<file path="config.mk">
export PLATFORM = sky130hd
export DESIGN_NAME = hpt_walker
export DESIGN_NICKNAME = d
export VERILOG_FILES = /design/src/rtl/hpt_pkg.sv /design/src/rtl/hpt_segfile.sv /design/src/rtl/hpt_hash.sv /design/src/rtl/hpt_prot.sv /design/src/rtl/hpt_walker.sv
export SDC_FILE = /design/constraint.sdc
export NUM_CORES = 1
export LEC_CHECK = 0
export BUFFER_PORTS_ARGS = -buffer_cell sky130_fd_sc_hd__buf_2
export CORE_UTILIZATION = 51
export CTS_CLUSTER_DIAMETER = 100
export DETAILED_ROUTE_END_ITERATION = 8
export PLACE_DENSITY = 0.71
export SLEW_MARGIN = 20
export SYNTH_ARGS = -nofsm -noshare
export SYNTH_HDL_FRONTEND = slang
export SYNTH_SLANG_ARGS = --single-unit
</file>
<file path="constraint.sdc">
create_clock -name clk -period 5.6 [get_ports clk]
set_input_delay 0.28 -clock clk [delete_from_list [all_inputs] [get_ports clk]]
set_output_delay 0.28 -clock clk [all_outputs]
set_load 0.01 [all_outputs]
</file>
<file path="src/rtl/hpt_pkg.sv">
package hpt_pkg;
   typedef enum logic [2:0] {
      S_IDLE, S_RD0, S_CHK0, S_RD1, S_EVAL, S_WB, S_RESP
   } walk_state_e;

   localparam logic [1:0] ST_OK   = 2'd0;
   localparam logic [1:0] ST_MISS = 2'd1;
   localparam logic [1:0] ST_DENY = 2'd2;

   localparam int W0_VALID = 31;
   localparam int W0_SEC   = 6;
   localparam int W1_REF   = 8;
   localparam int W1_CHG   = 7;

   // rights as {write, read}
   function automatic logic [1:0] pp_rights(input logic key, input logic [1:0] pp);
      logic [1:0] r;
      if (!key) r = (pp == 2'd3) ? 2'b01 : 2'b11;
      else begin
         case (pp)
            2'd0:    r = 2'b00;
            2'd2:    r = 2'b11;
            default: r = 2'b01;
         endcase
      end
      return r;
   endfunction
endpackage

</file>
<file path="src/rtl/hpt_segfile.sv">
module hpt_segfile #(
   parameter int NSEG   = 16,
   parameter int VSID_W = 24
) (
   input  logic                    clk,
   input  logic                    rst_n,
   input  logic                    wr_en,
   input  logic [$clog2(NSEG)-1:0] wr_idx,
   input  logic [VSID_W-1:0]       wr_vsid,
   input  logic                    wr_skey,
   input  logic                    wr_ukey,
   input  logic [$clog2(NSEG)-1:0] rd_idx,
   output logic [VSID_W-1:0]       rd_vsid,
   output logic                    rd_skey,
   output logic                    rd_ukey
);
   localparam int IDX_W = $clog2(NSEG);
   localparam int ENT_W = VSID_W + 2;

   logic [ENT_W-1:0] seg_r [NSEG];

   for (genvar g = 0; g < NSEG; g++) begin : g_seg
      always_ff @(posedge clk or negedge rst_n) begin
         if (!rst_n)
            seg_r[g] <= '0;
         else if (wr_en && wr_idx == IDX_W'(g))
            seg_r[g] <= {wr_skey, wr_ukey, wr_vsid};
      end
   end

   assign rd_vsid = seg_r[rd_idx][VSID_W-1:0];
   assign rd_ukey = seg_r[rd_idx][VSID_W];
   assign rd_skey = seg_r[rd_idx][VSID_W+1];
endmodule

</file>
<file path="src/rtl/hpt_hash.sv">
module hpt_hash #(
   parameter int VSID_W        = 24,
   parameter int HASH_W        = 19,
   parameter int PGIDX_W       = 16,
   parameter int API_W         = 6,
   parameter int GROUP_ENTRIES = 8,
   parameter int ENTRY_BYTES   = 8
) (
   input  logic [VSID_W-1:0]                  vsid,
   input  logic [PGIDX_W-1:0]                 pidx,
   input  logic                               pass,
   input  logic [$clog2(GROUP_ENTRIES)-1:0]   slot,
   input  logic                               word_hi,
   input  logic [31:0]                        base,
   input  logic [31:0]                        mask,
   output logic [VSID_W+API_W:0]              tag,
   output logic [31:0]                        addr
);
   localparam int GROUP_SH = $clog2(GROUP_ENTRIES * ENTRY_BYTES);
   localparam int ENTRY_SH = $clog2(ENTRY_BYTES);

   if (HASH_W > VSID_W || HASH_W < PGIDX_W) begin : g_bad_hash
      $error("hash width must lie between page index and segment ID widths");
   end

   logic [HASH_W-1:0] hash, hsel;
   logic [31:0]       grp;

   assign hash = vsid[HASH_W-1:0] ^ HASH_W'(pidx);
   assign hsel = pass ? ~hash : hash;
   assign grp  = (32'(hsel) << GROUP_SH) & mask;
   assign addr = base | grp | (32'(slot) << ENTRY_SH) | (word_hi ? 32'd4 : 32'd0);
   assign tag  = {vsid, 1'b0, pidx[PGIDX_W-1 -: API_W]};
endmodule

</file>
<file path="src/rtl/hpt_prot.sv">
module hpt_prot
   import hpt_pkg::*;
(
   input  logic        key,
   input  logic        store,
   input  logic [31:0] w1,
   output logic [31:0] w1_new,
   output logic [1:0]  prot,
   output logic        deny,
   output logic        dirty
);
   logic [1:0] raw;

   always_comb begin
      raw    = pp_rights(key, w1[1:0]);
      deny   = store ? !raw[1] : !raw[0];
      w1_new = w1;
      w1_new[W1_REF] = 1'b1;
      if (store && !deny) w1_new[W1_CHG] = 1'b1;
      prot = raw;
      if (!w1_new[W1_CHG]) prot[1] = 1'b0;
      dirty = (w1_new != w1);
   end
endmodule

</file>
<file path="src/rtl/hpt_walker.sv">
module hpt_walker
   import hpt_pkg::*;
#(
   parameter int SEG_BITS      = 4,
   parameter int PAGE_BITS     = 12,
   parameter int VSID_W        = 24,
   parameter int HASH_W        = 19,
   parameter int GROUP_ENTRIES = 8,
   parameter int ENTRY_BYTES   = 8
) (
   input  logic        clk,
   input  logic        rst_n,
   input  logic        cfg_load,
   input  logic [31:0] cfg_base,
   input  logic [31:0] cfg_mask,
   input  logic        seg_we,
   input  logic [3:0]  seg_idx,
   input  logic [31:0] seg_data,
   input  logic        req_valid,
   output logic        req_ready,
   input  logic [31:0] req_ea,
   input  logic        req_store,
   input  logic        req_user,
   output logic        rsp_valid,
   output logic [1:0]  rsp_status,
   output logic [19:0] rsp_rpn,
   output logic [1:0]  rsp_prot,
   output logic        mem_req,
   output logic        mem_we,
   output logic [31:0] mem_addr,
   output logic [31:0] mem_wdata,
   input  logic [31:0] mem_rdata
);
   localparam int NSEG    = 1 << SEG_BITS;
   localparam int PGIDX_W = 32 - SEG_BITS - PAGE_BITS;
   localparam int API_W   = PGIDX_W - 10;
   localparam int TAG_W   = VSID_W + API_W + 1;
   localparam int SLOT_W  = $clog2(GROUP_ENTRIES);
   localparam logic [SLOT_W-1:0] LAST_SLOT = SLOT_W'(GROUP_ENTRIES - 1);

   if (TAG_W != 31 || ENTRY_BYTES != 8 || SEG_BITS != 4 || PAGE_BITS != 12) begin : g_bad_fmt
      $error("entry format needs a 31-bit tag, 8-byte entries, 4 segment bits, 4 KB pages");
   end
   if ((1 << SLOT_W) != GROUP_ENTRIES) begin : g_bad_group
      $error("group entry count must be a power of two");
   end

   walk_state_e         state;
   logic [31:0]         base_q, mask_q, w1_q;
   logic [PGIDX_W-1:0]  pidx_q;
   logic [VSID_W-1:0]   vsid_q;
   logic                key_q, store_q, pass_q;
   logic [SLOT_W-1:0]   slot_q;
   logic [1:0]          status_q, prot_q;

   logic [VSID_W-1:0]   seg_vsid;
   logic                seg_skey, seg_ukey;
   logic [TAG_W-1:0]    tag;
   logic [31:0]         ent_addr, w1_new;
   logic [1:0]          prot_new;
   logic                deny, dirty, hit;

   hpt_segfile #(.NSEG(NSEG), .VSID_W(VSID_W)) u_seg (
      .clk(clk), .rst_n(rst_n),
      .wr_en(seg_we), .wr_idx(seg_idx),
      .wr_vsid(seg_data[VSID_W-1:0]), .wr_skey(seg_data[30]), .wr_ukey(seg_data[29]),
      .rd_idx(req_ea[31 -: SEG_BITS]),
      .rd_vsid(seg_vsid), .rd_skey(seg_skey), .rd_ukey(seg_ukey)
   );

   hpt_hash #(
      .VSID_W(VSID_W), .HASH_W(HASH_W), .PGIDX_W(PGIDX_W), .API_W(API_W),
      .GROUP_ENTRIES(GROUP_ENTRIES), .ENTRY_BYTES(ENTRY_BYTES)
   ) u_hash (
      .vsid(vsid_q), .pidx(pidx_q), .pass(pass_q), .slot(slot_q),
      .word_hi(state == S_RD1 || state == S_WB),
      .base(base_q), .mask(mask_q), .tag(tag), .addr(ent_addr)
   );

   hpt_prot u_prot (
      .key(key_q), .store(store_q), .w1(mem_rdata),
      .w1_new(w1_new), .prot(prot_new), .deny(deny), .dirty(dirty)
   );

   assign hit = mem_rdata[W0_VALID] && (mem_rdata[W0_SEC] == pass_q) &&
                ({mem_rdata[30:W0_SEC+1], 1'b0, mem_rdata[W0_SEC-1:0]} == tag);

   always_ff @(posedge clk or negedge rst_n) begin
      if (!rst_n) begin
         state    <= S_IDLE;
         base_q   <= '0;
         mask_q   <= '0;
         w1_q     <= '0;
         pidx_q   <= '0;
         vsid_q   <= '0;
         key_q    <= 1'b0;
         store_q  <= 1'b0;
         pass_q   <= 1'b0;
         slot_q   <= '0;
         status_q <= ST_OK;
         prot_q   <= '0;
      end else begin
         if (cfg_load) begin
            base_q <= cfg_base;
            mask_q <= cfg_mask;
         end
         case (state)
            S_IDLE: if (req_valid) begin
               pidx_q  <= req_ea[31-SEG_BITS:PAGE_BITS];
               vsid_q  <= seg_vsid;
               key_q   <= req_user ? seg_ukey : seg_skey;
               store_q <= req_store;
               pass_q  <= 1'b0;
               slot_q  <= '0;
               state   <= S_RD0;
            end
            S_RD0: state <= S_CHK0;
            S_CHK0: begin
               if (hit) state <= S_RD1;
               else if (slot_q != LAST_SLOT) begin
                  slot_q <= slot_q + 1'b1;
                  state  <= S_RD0;
               end else if (!pass_q) begin
                  pass_q <= 1'b1;
                  slot_q <= '0;
                  state  <= S_RD0;
               end else begin
                  status_q <= ST_MISS;
                  prot_q   <= '0;
                  w1_q     <= '0;
                  state    <= S_RESP;
               end
            end
            S_RD1: state <= S_EVAL;
            S_EVAL: begin
               w1_q     <= w1_new;
               prot_q   <= prot_new;
               status_q <= deny ? ST_DENY : ST_OK;
               state    <= dirty ? S_WB : S_RESP;
            end
            S_WB:    state <= S_RESP;
            S_RESP:  state <= S_IDLE;
            default: state <= S_IDLE;
         endcase
      end
   end

   assign req_ready  = (state == S_IDLE);
   assign rsp_valid  = (state == S_RESP);
   assign rsp_status = status_q;
   assign rsp_prot   = prot_q;
   assign rsp_rpn    = w1_q[31:PAGE_BITS];
   assign mem_req    = (state == S_RD0) || (state == S_RD1) || (state == S_WB);
   assign mem_we     = (state == S_WB);
   assign mem_addr   = ent_addr;
   assign mem_wdata  = w1_q;

   // every access falls inside the table window
   a_r2_table_window: assert property (@(posedge clk) disable iff (!rst_n)
      mem_req |-> (((mem_addr ^ base_q) & ~(mask_q | 32'h3F)) == 32'h0));
   // a written-back word always carries the referenced bit
   a_r7_wb_ref: assert property (@(posedge clk) disable iff (!rst_n)
      (mem_req && mem_we) |-> mem_wdata[W1_REF]);
   // responses are single-cycle pulses while busy
   a_r10_pulse: assert property (@(posedge clk) disable iff (!rst_n)
      rsp_valid |=> !rsp_valid);
   a_r10_busy: assert property (@(posedge clk) disable iff (!rst_n)
      rsp_valid |-> !req_ready);
   // an accepted store returns write permission
   a_r8_store_write: assert property (@(posedge clk) disable iff (!rst_n)
      (rsp_valid && rsp_status == ST_OK && store_q) |-> rsp_prot[1]);
   // not found only after the secondary pass
   a_r5_miss_secondary: assert property (@(posedge clk) disable iff (!rst_n)
      (rsp_valid && rsp_status == ST_MISS) |-> (pass_q && rsp_prot == 2'b00));
endmodule

</file>
Word-level counts from Yosys, hierarchy flattened
Index checks and enable logic that the tools add are counted.

Word-level logic and storage cells: 143. Memories kept: 0. Output and inout port bits: 92. Bits in read-only memories: 0. Bits in latches: 0. RAM bits: 0. Register bits after elaboration: 565. Bits of input ports: 171.

Mux-type cells: 40. Divide/modulo/power cells: 0. Eq/ne operators: 32. $add $sub $neg: 1. Magnitude comparators: 1. Multiply operators: 0. Shift-type cells: 0. Bitwise gates (word level): 7. Reduce and logical (&&, ||, !) cells: 34.

Operator list (number): $bmux 26 s4 (1); $mux 32 (3); $pmux 32 s2 (1); $mux 26 (2); $and 25x32->32 (1); $eq 4x4->1 const B (8); $or 32x3->32 (1); $or 32x32->32 (1); $or 32x6->32 (1); $eq 30x30->1 (1); $mux 3 (9); $mux 2 (10); $logic_and 1x1->1 (19); $mux 19 (1); $not 19->19 (1); $xor 19x16->19 (1); $pmux 3 s6 (1); $eq 4x3->1 const B (4); $pmux 2 s2 (3); $reduce_and 4->1 (3); $eq 3x3->1 const B (3); $eq 4x2->1 const B (2); $ne 2x2->1 const B (4); $mux 1 (7); other kinds (19) (27).

Logic depth before layout (Yosys ltp)
Gate-level depths: netlist of the first run.

Depth after elaboration: 11. Depth in mapped cells: 8. Gate-level depth less buffers: 6.

Hierarchy
A second synthesis of the first run with hierarchy kept.

Cells, all modules: 1763. Area, all modules: 26120.1 sq um.

Modules (own cells, without submodules): hpt_segfile (cells an instance 1141, seq. area each 10410.0 sq um, instances 1, area an instance 18587.8 sq um); hpt_walker (cells an instance 496, seq. area each 3728.6 sq um, instances 1, area an instance 6321.1 sq um); hpt_hash (cells an instance 85, seq. area each 0.0 sq um, instances 1, area an instance 904.6 sq um); hpt_prot (cells an instance 41, seq. area each 0.0 sq um, instances 1, area an instance 306.5 sq um).

Worst setup path before layout of the first run
OpenSTA, ideal clock, no wires.

Path type: input -> register. Start: input port req_ea[29]. End: register vsid_q[13]. Library setup time: 125 ps. Arrival: 2021 ps. Data required time: 5475 ps. Cell stages on the path: 6. Path buffers: 3. Path slack: 3454 ps. Cell sequence: clkbuf_1 > buf_2 > clkbuf_1 > mux4_2 > mux4_2 > mux2_4.

Word-level cells in the longest chain between the ends: 4.

RTL lines: start: declaration (line hpt_walker.sv:21) `input logic [31:0] req_ea,`; $not 4->5 (implied by the code) (line hpt_segfile.sv:31) `assign rd_vsid = seg_r[rd_idx][VSID_W-1:0];`; $bmux 26 s4 (line hpt_segfile.sv:31); $mux 26 (2 in series); end signal: assignment (line hpt_walker.sv:110) `vsid_q <= seg_vsid;`; end: declaration (line hpt_walker.sv:51) `logic [VSID_W-1:0] vsid_q;`.

Every way passes these cells. The select of a mux whose other input is x is not followed. A chain may end at the register's enable or synchronous reset.

Worst setup path in the final report of the first run
Start: register pidx_q[12]. End: register status_q[0], in the netlist rsp_status[0].

Word-level cells in the longest chain between the ends: 4.

RTL lines: start: declaration (line hpt_walker.sv:50) `logic [PGIDX_W-1:0] pidx_q;`; start signal: assignment (line hpt_walker.sv:109) `pidx_q <= req_ea[31-SEG_BITS:PAGE_BITS];`; $eq 30x30->1 (line hpt_walker.sv:86) `({mem_rdata[30:W0_SEC+1], 1'b0, mem_rdata[W0_SEC-1:0]} == tag);`; $logic_and 1x1->1 (line hpt_walker.sv:85) `assign hit = mem_rdata[W0_VALID] && (mem_rdata[W0_SEC] == pass_q) &&`; $ne 2x2->1 (no line); $reduce_and 4->1 (no line); end signal: assignment (line hpt_walker.sv:138) `status_q <= deny ? ST_DENY : ST_OK;`; end: declaration (line hpt_walker.sv:54) `logic [1:0] status_q, prot_q;`.

Every way passes these cells.

==> summary.md, run 1 <==
| Metric | Value |
|---|---|
| Mapped Area | between 20,000 and 25,000 um^2 |
| Commonest non-fill, non-tap cells in the layout | 552 x sky130_fd_sc_hd__dfrtp_1, 483 x sky130_fd_sc_hd__mux2_1, 227 x sky130_fd_sc_hd__buf_2 |
| Source-to-sink clock delay at the later pin of the worst-skew pair | 0.60 ns |
| Clk root buf | sky130_fd_sc_hd__clkbuf_16 |
| Sequential area share after synthesis | 55.31% |
| Worst clock skew | around 0.022 ns |
| Worst-Margin Slew | 1.084 ns |
| Worst Min Path Start | req_valid |
| Final weighted congestion in routability-driven placement | 0.8574 |
| Floorplan core area | 48,050 um^2 |
| Total Die Area | 49,860 um^2 |
| Series of cell instances along the critical path | xnor2_1 > nand4_1 > nor4_1 > a21oi_1 > nor3b_4 > buf_4 > a21o_1 |
| Highest attainable clock frequency | 413.2 MHz |
| Type of the tightest min-delay check | input pin to flip-flop |
| I/O pin total | 263 |
| Setup Fix Bufs, Post-CTS | 0 |
| Element type at the critical path end | flip-flop |
| Buffer levels on the longest clock path | 3 |
| Floorplan die width | 223.3 um |
| Initial core utilization | 51.98% |
| Count of buffer and inverter cells on the critical path | 1 |
| Detail Route Antenna Nets | 0 |
| Sink count of the clock tree | 552 |
| Setup violators final | 0 |
| Global-route usage over all layers | 24.51% |
| Post-detailed-placement half-perimeter wirelength | 35.90 mm |
| Layout overhead on the synthesized area | 17.10% |
| Required arrival time at the worst endpoint | roughly 6 ns |
| Syn Nets | 1,790 |
| Flip-flop and latch count after synthesis | around 550 |
| Vias in the first global route | 15,420 |
| Slew Limit Fails | 0 |
| Final std cell area, no fill | between 20,000 and 30,000 um^2 |
| Final wirelength | slightly below 60 mm |
| Critical Path AT | just under 3 ns |
| Count of standard-cell rows | 80 |
| Hold Violations, Final | 0 |
| Cell type group with the largest total delay on the critical path | simple AND/OR/NAND/NOR gates |
| Post-synthesis async set-or-reset flop share | 100.0% |
| GRT overflow | 0 |
| Leading cell type in the layout, fill and taps excluded | sky130_fd_sc_hd__dfrtp_1 |
| Final clock period utilization by the worst path | a little over two fifths |
| Max-slew headroom | ~28% |
| CTS clk-pin slew, worst paths | 0.06 ns |
| Maximum fanout along the worst path | 35 |
| DR iter-0 viols | slightly above 900 |
| Fillers | 3,558 |
| Most frequently used flop master after synthesis | sky130_fd_sc_hd__dfrtp_1 |
| Avg Synthesized Cell Area | between 15 and 20 um^2 |
| Initial antenna violation count | 6 |
| Gate count of the mapped netlist | between 1,500 and 2,000 |
| Fraction of final layout cells sized beyond drive strength 1 | 26.44% |
| Pin count of the biggest net entering global routing | around 190 |
| CP Launch Type | flip-flop |
| Outcome | finished clean |
| Post-layout min period | 2.420 ns |
| Clock tree from TritonCTS | yes |
| Leakage | 0.01299 uW |
| Power density cells | between 400 and 500 nW/um^2 |
| Origin of the critical flop-to-flop path | pidx_q[12]$_DFFE_PN0P_ |
| Number of synthesis warnings | 0 |
| FF+latch area | between 10,000 and 15,000 um^2 |
| Peak supply drop | 0.2553 mV |
| Final hold slack | approximately 0.09 ns |
| Port-buffer cells | 231 |
| Maximum level of the CTS H-tree | 2 |
| Ratio of routed vias to standard cells | 5.742 |
| CTS Buf Count | 55 |
| Number of detailed-route iterations in the first pass | 4 |
| Vias after detailed routing | about 15,000 |
| Setup TNS | 0 ns |
| Post-Place Cell Area | 26,480 um^2 |
| Detailed-route DRC error count | 0 |
| Mean routed wirelength per cell | roughly 23 um |
| RSZ-0062 raised after global routing | false |
| Die extent in y | between 200 and 250 um |
| Worst setup path startpoint | pidx_q[12]$_DFFE_PN0P_ |
| Final net count | 2,058 |
| Worst setup path class | flip-flop to flip-flop |
| First-pass GRT wire length | 92.38 mm |
| Post-Route Utilization | 60.88% |
| Max_cap viols | 0 |
| Area taken by multi-input logic gates | around 10,000 um^2 |
| Slowest CP cell | sky130_fd_sc_hd__dfrtp_1 |
| Number of distinct library cell variants in the gate-level netlist after synthesis | 43 |
| Worst stage delay on the critical path | 0.41 ns |
| Number of synthesized flops with an enable pin | 0 |
[cell usage after synthesis, types with 2 or more instances]
library cell,number,area share [%]
sky130_fd_sc_hd__nor3_1,3,0.060
sky130_fd_sc_hd__nor2_1,24,0.36
sky130_fd_sc_hd__mux2_4,6,0.36
sky130_fd_sc_hd__inv_1,2,0.030
sky130_fd_sc_hd__ha_1,2,0.10
sky130_fd_sc_hd__a21oi_1,37,0.74
sky130_fd_sc_hd__buf_4,29,0.87
sky130_fd_sc_hd__buf_12,4,0.32
sky130_fd_sc_hd__dfrtp_1,552,55
sky130_fd_sc_hd__nand4_1,8,0.20
sky130_fd_sc_hd__o211ai_1,2,0.060
sky130_fd_sc_hd__buf_2,10,0.20
sky130_fd_sc_hd__and3_1,2,0.050
sky130_fd_sc_hd__mux4_2,122,11
sky130_fd_sc_hd__mux2i_1,2,0.080
sky130_fd_sc_hd__or2_2,3,0.075
sky130_fd_sc_hd__nor4_1,2,0.050
sky130_fd_sc_hd__a31oi_1,2,0.050
sky130_fd_sc_hd__or3_1,2,0.050
sky130_fd_sc_hd__nor2b_1,4,0.10
sky130_fd_sc_hd__xnor2_1,63,2.2
sky130_fd_sc_hd__nand2_1,72,1.1
sky130_fd_sc_hd__xor2_1,3,0.11
sky130_fd_sc_hd__mux2_2,19,0.86
sky130_fd_sc_hd__buf_1,11,0.17
sky130_fd_sc_hd__buf_6,4,0.18
sky130_fd_sc_hd__mux2_1,483,22
sky130_fd_sc_hd__clkbuf_1,90,1.4
sky130_fd_sc_hd__nand2b_1,7,0.18
sky130_fd_sc_hd__nand3b_1,4,0.12
sky130_fd_sc_hd__o21ai_1,2,0.040
sky130_fd_sc_hd__mux4_1,8,0.84
sky130_fd_sc_hd__a21o_1,23,0.69
[report_power, final]
part	internal (uW)	total [uW]	switching [uW]
combinational	1570	2800	1240
clock	2040	3550	1510
sequential	5010	5670	665
total	8620	12000	3410
[sequential cells by signal, summed over array words and instances, names as in the netlist]
signal and cells:
slot_q 3, mask_q 19, rsp_prot 2, vsid_q 24, pidx_q 16, rsp_status 2, u_seg.seg_r 416, pass_q 1
base_q 32, store_q 1, mem_wdata 32, state 3, key_q 1
[layout make-up]
cell class                      count  share of cell area, %
Multi-Input combinational cell    915                  35.80
Inverter                            2                0.02567
Antenna cell                        3                0.02567
Tap cell                          615                  2.631
Clock inverter                     15                 0.3551
Timing Repair Buffer              359                  8.368
Clock buffer                       82                  5.566
Sequential cell                   552                  47.23
[layer usage]
metal	GRT usage (%)	vias up	share of wire, %
li1	-	6417	-
met1	31.42	7676	42
met2	41.78	385	50
met3	3.951	119	4.8
met4	9.788	4	3.7
met5	0	-	0.040
[stage by stage]
step	setup slack (ns)	instances	power, uW
after global routing	3.121	2541	12620
final	3.180	2543	12030
after CTS	3.182	2539	12110
after floorplan	3.454	1617	7560
after detailed placement	2.613	2343	8490
after global placement	2.617	2343	8347
[tightest hold or removal path, delay by kind of cell]
family	cells	cell delay [ns]
AND/OR/NAND/NOR	2	0.12
AO/OA/AOI/OAI	2	0.17
buffers and inverters	1	0.09
[path summary, 6_finish.rpt]
check,to,slack [ns],depth (start not counted)
setup / recovery,rsp_status[0]$_DFFE_PN0P_,3.18,7
hold / removal,state[0]$_DFFE_PN0P_,0.09,5
setup reg to reg,rsp_status[0]$_DFFE_PN0P_,3.18,7
hold reg to reg,u_seg.seg_r[171]$_DFFE_PN0P_,0.48,1
max in group asynchronous,u_seg.seg_r[201]$_DFFE_PN0P_,3.84,4
min in group asynchronous,base_q[13]$_DFFE_PN0P_,0.28,2
[repair_timing]
| action | in CTS | in global routing |
|---|---|---|
| hold buffers | 99 | 0 |
| endpoints found under the hold margin | 176 | 0 |
| resized for setup | 0 | 0 |
| setup endpoints to repair | 0 | 0 |
[cells by family after synthesis]
family          synth area share [%]
buf+inv                        3.121
xor+xnor                       2.314
flops                          55.31
simple gates                   2.450
fa+ha+maj                     0.1002
mux                            34.92
compound gates                 1.793
Note: power is estimated with default switching activity, not from simulation.
==> run 2, diff against run 1 <==
ABC_AREA = 1   (was not set)
clock period = 2.5 ns   (was 5.6 ns; I/O delays follow)
==> run 2 against run 1 <==
Net effect: sequential cell count is the same; clock skew shrank 0.0057 ns; total power grew 130%; register-to-register slack lost 2.7 ns; routed wire length grew 29%; synthesized cell count grew 84%.
==> summary.md, run 2 <==
| Metric | Value |
|---|---|
| CP Launch Type | flip-flop |
| Total Die Area | 50,760 um^2 (+1.8%) |
| Post-synth top area share | 54.31% (-0.99 points) |
| Origin of the critical flop-to-flop path | state[1]$_DFFE_PN0P_ |
| Max-slew headroom | 49.86% (+22 points) |
| Cell type with the largest total area after synthesis | sky130_fd_sc_hd__dfrtp_1 |
| Power density cells | 920.6 nW/um^2 (+120%) |
| Detail Route Antenna Nets | 0 (unchanged) |
| Simple-gate area share of the yosys netlist | 19.10% (+17 points) |
| Mapped Area | 25,430 um^2 (+1.8%) |
| RSZ-0062 raised after global routing | false |
| Hold endpoint | u_seg.seg_r[285]$_DFFE_PN0P_ |
| Clk root buf | sky130_fd_sc_hd__clkbuf_16 |
| Number of synthesized flops with an enable pin | 0 (unchanged) |
| Buffer levels on the longest clock path | 3 (unchanged) |
| Initial antenna violation count | 1 (-5) |
| Largest register FFs | 416 (unchanged) |
| Global-route usage over all layers | 30.29% (+5.8 points) |
| R2R setup slack | 0.50 ns (-2.68 ns) |
| Final non-filler cell total | 3,901 (+53%) |
| Post-synthesis async set-or-reset flop share | 100.0% (unchanged) |
| Largest cells by area after synthesis | sky130_fd_sc_hd__dfrtp_1 54%, sky130_fd_sc_hd__o21ai_0 10%, sky130_fd_sc_hd__nand2_1 9.5%, sky130_fd_sc_hd__nor2_1 5.6%, sky130_fd_sc_hd__a21oi_1 2.8% |
| Final weighted congestion in routability-driven placement | 0.9562 (+12%) |
| Required arrival time at the worst endpoint | 2.38 ns (-3.71 ns) |
| Type of the tightest min-delay check | input pin to flip-flop |
| Synthesized-area fraction occupied by adder cells | 0.09840% (-0.0018 points) |
| Flip-flop and latch count after synthesis | 552 (unchanged) |
| Leading cell type by number of instances after synthesis | sky130_fd_sc_hd__nand2_1 |
| Register with the most flip-flops | u_seg.seg_r |
| Final std cell area, no fill | 29,900 um^2 (+2.2%) |
| Element type at the critical path end | output pin |
| Critical Path AT | 2.19 ns (-0.72 ns) |
| Leading cell types by count after synthesis | 647 x sky130_fd_sc_hd__nand2_1, 552 x sky130_fd_sc_hd__dfrtp_1, 510 x sky130_fd_sc_hd__o21ai_0 |
| Ratio of routed vias to standard cells | 5.744 (about the same) |
| Post-Place Cell Area | 26,900 um^2 (+1.6%) |
| Pint | 18,500 uW (+110%) |
| Most frequently used flop master after synthesis | sky130_fd_sc_hd__dfrtp_1 |
| Post-layout min period | 2.312 ns |
| Leading cell type in the layout, fill and taps excluded | sky130_fd_sc_hd__nand2_1 |
| Final clock period utilization by the worst path | approximately 92% |
| Switching power summed over all nets | 9024 uW (+160%) |
| CTS Buf Count | 57 (+3.6%) |
| Floorplan die width | 225.3 um (+0.90%) |
| Net Sw Frac | 32.79% (+4.4 points) |
| Hold Violations, Final | 0 (unchanged) |
| CTS clk-pin slew, worst paths | 0.06 ns (about the same) |
| Worst-Margin Slew | 0.7521 ns (-0.3324 ns) |
| Fillers | 4,130 (+16%) |
| Detailed-route DRC error count | 0 (unchanged) |
| First-pass GRT wire length | 119.1 mm (+29%) |
| Sink count of the clock tree | 552 (unchanged) |
| Setup TNS | 0 ns (unchanged) |
| Setup violators final | 0 (unchanged) |
| Clk pwr share | 30.7% (+1.2 points) |
| WHS Path Cells | 3 (-2) |
| Syn Nets | 3,155 (+76%) |
| R2R cell count | 8 (+1) |
| Share of power burned in combinational logic | 23.8% (+0.5 points) |
| Final wirelength | 77.02 mm (+29%) |
| Highest attainable clock frequency | between 400 and 500 MHz |
| Pin count of the biggest net entering global routing | 124 (-36%) |
| Share of the synthesized area in compound gates (AO/OA/AOI/OAI) | 17.16% (+15 points) |
| Critical register-to-register path endpoint | store_q$_DFFE_PN0P_ |
| Worst clock skew | 0.01603 ns (-0.005742 ns) |
| Clock tree from TritonCTS | yes |
| Worst setup path class | flip-flop to output pin |
| I/O pin total | 263 (unchanged) |
| DR iter-0 viols | 2,297 (+150%) |
| Outcome | finished clean |
| Avg Synthesized Cell Area | 8.528 um^2 (-45%) |
| Count of standard-cell rows | 81 (+1.3%) |
| Number of synthesis warnings | 0 (unchanged) |
| Number of instances in the placed design | 3,684 (+57%) |
| Fraction of final layout cells sized beyond drive strength 1 | 14.56% (-12 points) |
| Main combinational cell family by area after synthesis | simple AND/OR/NAND/NOR gates |
| Mean routed wirelength per cell | 19.74 um (-16%) |
| GRT overflow | 0 (unchanged) |
| Peak supply drop | 0.5389 mV (+110%) |
| Parity-gate share of the synthesized area counting xor and xnor cells | 0.9643% (-1.4 points) |
| Worst Min Path Start | seg_data[30] |
| Vias in the first global route | 21,610 (+40%) |
| Final net count | 3,365 (+64%) |
| Layout overhead on the synthesized area | 17.56% |
| Sequential area share after synthesis | 54.31% (-0.99 points) |
| Sequential Power Share | 45.4% (-1.8 points) |
| Floorplan core area | 49,050 um^2 (+2.1%) |
| Source-to-sink clock delay at the later pin of the worst-skew pair | 0.62 ns (+0.02 ns) |
| Number of detailed-route iterations in the first pass | 6 (+2) |
| Vias after detailed routing | 22,410 (+53%) |
| Initial core utilization | 51.85% (-0.14 points) |
| Die extent in y | 225.3 um (+0.90%) |
| Commonest non-fill, non-tap cells in the layout | 642 x sky130_fd_sc_hd__nand2_1, 551 x sky130_fd_sc_hd__dfrtp_1, 510 x sky130_fd_sc_hd__o21ai_0 |
| Number of distinct library cell variants in the gate-level netlist after synthesis | 39 (-9.3%) |
| Maximum level of the CTS H-tree | 2 (unchanged) |
| Max_cap viols | 0 (unchanged) |
| Gate count of the mapped netlist | 2,982 (+84%) |
| Leakage | 0.01415 uW (+9.0%) |
| Maximum fanout along the worst path | 16 (-54%) |
| Port-buffer cells | 231 (unchanged) |
| Slew Limit Fails | 0 (unchanged) |
| Multiplexer area fraction after synthesis | 1.151% (-34 points) |
| Post-detailed-placement half-perimeter wirelength | 43.98 mm (+23%) |
[run 2: per-layer routing]
metal  GRT usage (%)  share of wire (%)  vias to the layer above
li1                -                  -                    10270
met1           38.75                 40                    10880
met2           51.23                 48                     1040
met3           3.990                7.3                      216
met4           13.96                4.2                        0
met5               0                  0                        -
[run 2: what timing repair did]
action / CTS / global route
endpoints found under the setup margin: 0 / 1
hold buffers: 113 / 0
resized for setup: 0 / 1
endpoints found under the hold margin: 389 / 0
setup buffers: 0 / 0
[run 2: final cells by class]
class	instances	area [um^2]	area share, %
antenna	3	7.507	0.02511
sequential	552	13810	46.21
inverter	138	520.5	1.741
multi-input combinational	2044	9842	32.92
timing repair buffer	399	3029	10.13
clock inverter	16	148.9	0.4980
tap	664	830.8	2.779
clock buffer	85	1704	5.700
[run 2: power groups by stage]
stage          sequential [uW]  clock, uW  combinational [uW]
2_1_floorplan            12300          0                4310
4_1_cts                  12400       8520                6480
5_1_grt                  12700       8880                7350
3_5_place_dp             12600          0                6280
6_report                 12500       8460                6560
3_3_place_gp             12500          0                6090
[run 2: logic make-up after synthesis]
group,Yosys count
buf+inv,386
compound gates,807
mux,26
fa+ha+maj,2
xor+xnor,28
flops,552
simple gates,1181
[run 2: through the flow]
stage               hold slack [ns]  setup slack [ns]  power [uW]  utilization (%)
CTS                        0.003558            0.1251       27430            60.93
finish                     0.009052            0.1880       27520            60.95
floorplan                   -0.1706            0.9964       16610                -
global placement             0.1474            0.5402       18560            54.85
global route                0.02374            0.1142       28950            60.94
detailed placement           0.1504            0.5128       18850            54.85
[run 2: worst max path at each step]
stage                                      from                  endpoint  slack (ns)  cells after the start
after floorplan           slot_q[0]$_DFFE_PN0P_  mem_wdata[8]$_DFFE_PN0P_         1.0                      8
after global placement               req_ea[28]    vsid_q[20]$_DFFE_PN0P_        0.54                      9
after detailed placement             req_ea[28]    vsid_q[17]$_DFFE_PN0P_        0.51                      8
after CTS                    pass_q$_DFFE_PN0P_              mem_addr[13]        0.13                      5
after global routing         pass_q$_DFFE_PN0P_              mem_addr[15]        0.11                      5
final                        pass_q$_DFFE_PN0P_              mem_addr[15]        0.19                      5
[run 2: critical path, cell delays in order, from the launching register on]
cell and delay [ns]:
sky130_fd_sc_hd__dfrtp_2 0.50, sky130_fd_sc_hd__buf_12 0.20, sky130_fd_sc_hd__xor2_1 0.32, sky130_fd_sc_hd__nor2_1 0.09
sky130_fd_sc_hd__o21ai_0 0.27, sky130_fd_sc_hd__buf_2 0.19
==> run 3, diff against run 2 <==
CTS_BUF_LIST = sky130_fd_sc_hd__clkbuf_4 sky130_fd_sc_hd__clkbuf_8   (was not set)
==> run 3 against run 2 <==
Net effect: fmax down 6.3%; routed wire length up 8.6%; die area unchanged; sequential power about the same.
==> summary.md, run 3 (same netlist as run 2, synthesis figures left out) <==
| Metric | Value |
|---|---|
| Pin count of the biggest net entering global routing | 124 (unchanged) |
| Total Die Area | 50,760 um^2 (unchanged) |
| Post-layout worst setup margin | 0.03171 ns (-0.1563 ns) |
| Largest register FFs | 416 (unchanged) |
| Slew Limit Fails | 0 (unchanged) |
| GRT overflow | 0 (unchanged) |
| DR iter-0 viols | 2,771 (+21%) |
| I/O pin total | 263 (unchanged) |
| Setup violators final | 0 (unchanged) |
| Element type at the critical path end | output pin |
| Buffer levels on the longest clock path | 3 (unchanged) |
| Floorplan core area | 49,050 um^2 (unchanged) |
| R2R setup slack | 0.07 ns (-0.43 ns) |
| CTS clk-pin slew, worst paths | 0.07 ns (about the same) |
| Clk root buf | sky130_fd_sc_hd__clkbuf_8 |
| CP Launch Type | flip-flop |
| Worst clock skew | 0.03132 ns (+0.01529 ns) |
| Source-to-sink clock delay at the later pin of the worst-skew pair | 0.71 ns (+0.09 ns) |
| Global-route usage over all layers | 33.03% (+2.7 points) |
| CTS Buf Count | 91 (+60%) |
| Initial core utilization | 51.85% (unchanged) |
| Detailed-route DRC error count | 0 (unchanged) |
| Required arrival time at the worst endpoint | 2.38 ns (about the same) |
| Origin of the critical flop-to-flop path | state[1]$_DFFE_PN0P_ |
| Peak supply drop | 0.6115 mV (+13%) |
| Final hold slack | 0.009856 ns (+0.0008039 ns) |
| Hold Violations, Final | 0 (unchanged) |
| Critical Path AT | 2.34 ns (+0.15 ns) |
| Final clock period utilization by the worst path | 98.73% (+6.3 points) |
| Final wirelength | 83.62 mm (+8.6%) |
| Count of standard-cell rows | 81 (unchanged) |
| Worst-Margin Slew | 0.7377 ns (-0.01441 ns) |
| Maximum fanout along the worst path | 16 (unchanged) |
| Vias after detailed routing | 23,630 (+5.5%) |
| Number of detailed-route iterations in the first pass | 7 (+1) |
| Leakage | 0.01462 uW (+3.3%) |
| Max_cap viols | 0 (unchanged) |
| Max-slew headroom | 50.82% (+0.96 points) |
| Leading cell type in the layout, fill and taps excluded | sky130_fd_sc_hd__nand2_1 |
| Detail Route Antenna Nets | 0 (unchanged) |
| R2R cell count | 9 (+1) |
| Sink count of the clock tree | 552 (unchanged) |
| Clock tree from TritonCTS | yes |
| Place WS | 0.5128 ns (unchanged) |
| Critical register-to-register path endpoint | pidx_q[0]$_DFFE_PN0P_ |
| Ratio of routed vias to standard cells | 5.838 (+1.6%) |
| Vias in the first global route | 22,910 (+6.0%) |
| Worst setup path class | flip-flop to output pin |
| Final net count | 3,483 (+3.5%) |
| Mean routed wirelength per cell | 20.66 um (+4.6%) |
| Register with the most flip-flops | u_seg.seg_r |
| First-pass GRT wire length | 128.5 mm (+7.9%) |
| Port-buffer cells | 231 (unchanged) |
| Initial antenna violation count | 2 (+1) |
| Commonest non-fill, non-tap cells in the layout | 642 x sky130_fd_sc_hd__nand2_1, 551 x sky130_fd_sc_hd__dfrtp_1, 510 x sky130_fd_sc_hd__o21ai_0 |
| Floorplan die width | 225.3 um (unchanged) |
| Fraction of final layout cells sized beyond drive strength 1 | 16.30% (+1.7 points) |
| RSZ-0062 raised after global routing | true |
| Power density cells | 918.6 nW/um^2 (-0.22%) |
| Post-layout min period | 2.468 ns (+0.1563 ns) |
| Highest attainable clock frequency | 405.1 MHz (-6.3%) |
| Final weighted congestion in routability-driven placement | 0.9562 (unchanged) |
| Outcome | finished clean |
| Die extent in y | 225.3 um (unchanged) |
| Post-detailed-placement half-perimeter wirelength | 43.98 mm (unchanged) |
| Maximum level of the CTS H-tree | 3 (+1) |
| Layout overhead on the synthesized area | 21.50% |
| Type of the tightest min-delay check | input pin to asynchronous set/reset pin |
[run 3: cell types whose count changed in the layout (fill, tap and decap cells not counted), moves of 2 or more]
cell	delta
sky130_fd_sc_hd__clkbuf_1	-13
sky130_fd_sc_hd__clkbuf_16	-59
sky130_fd_sc_hd__clkbuf_4	+38
sky130_fd_sc_hd__clkbuf_8	+102
sky130_fd_sc_hd__clkinv_2	-5
sky130_fd_sc_hd__dlygate4sd3_1	+84
sky130_fd_sc_hd__inv_6	+2
sky130_fd_sc_hd__xor2_1	-3
sky130_fd_sc_hd__xor2_2	+3
[run 3: final cells by class]
class | count | area (um^2)
Timing Repair Buffer | 483 | 3870
Tap cell | 664 | 830.8
Sequential cell | 552 | 13810
Fill cell | 3977 | 18150
Inverter | 138 | 520.5
Clock buffer | 153 | 1868
Antenna cell | 3 | 7.507
Clock inverter | 11 | 121.4
Multi-Input combinational cell | 2044 | 9867
[run 3: repair_timing]
action,CTS,global route
hold endpoints to repair,959,0
setup buffers,0,0
hold buffers,197,0
endpoints found under the setup margin,0,8
gates resized for setup,0,5
[run 3: where the power goes]
part | total (uW) | switching [uW] | internal (uW) | leakage (uW)
logic | 7150 | 4360 | 2790 | 0.00677
clock network | 8660 | 3760 | 4900 | 0.00106
registers | 12600 | 1510 | 11100 | 0.00679
[run 3: stage by stage]
| stage | area (um^2) | power, uW | utilization (%) | cells | setup TNS (ns) |
|---|---|---|---|---|---|
| 6_report | 30900 | 28380 | 62.99 | 4048 | 0 |
| 4_1_cts | 30870 | 27800 | 62.92 | 4045 | 0 |
| 2_1_floorplan | 25430 | 16610 | - | 2982 | 0 |
| 5_1_grt | 30890 | 29790 | 62.98 | 4045 | -0.02857 |
| 3_5_place_dp | 26900 | 18850 | 54.85 | 3684 | 0 |
| 3_3_place_gp | 26900 | 18560 | 54.85 | 3684 | 0 |
[run 3: per-layer routing]
metal	up-vias	GRT usage, %	wire (um)
li1	10510	-	-
met1	11270	41.17	31990
met2	1455	53.51	39410
met3	398	6.245	7158
met4	2	19.93	5047
met5	-	0	12
[run 3: worst max path at each step]
| stage | slack [ns] | depth (start not counted) | startpoint | end |
|---|---|---|---|---|
| finish | 0.03 | 5 | pass_q$_DFFE_PN0P_ | mem_addr[13] |
| detailed placement | 0.51 | 8 | req_ea[28] | vsid_q[17]$_DFFE_PN0P_ |
| global placement | 0.54 | 9 | req_ea[28] | vsid_q[20]$_DFFE_PN0P_ |
| floorplan | 1.0 | 8 | slot_q[0]$_DFFE_PN0P_ | mem_wdata[8]$_DFFE_PN0P_ |
| CTS | 0.02 | 5 | pass_q$_DFFE_PN0P_ | mem_addr[13] |
| global route | -0.03 | 5 | pass_q$_DFFE_PN0P_ | mem_addr[18] |
[run 3: critical path, stage by stage, from the launching register on]
cell and delay, ns:
sky130_fd_sc_hd__dfrtp_2 0.52, sky130_fd_sc_hd__buf_12 0.21, sky130_fd_sc_hd__xor2_1 0.27, sky130_fd_sc_hd__nor2_1 0.07
sky130_fd_sc_hd__o21ai_0 0.34, sky130_fd_sc_hd__buf_2 0.21
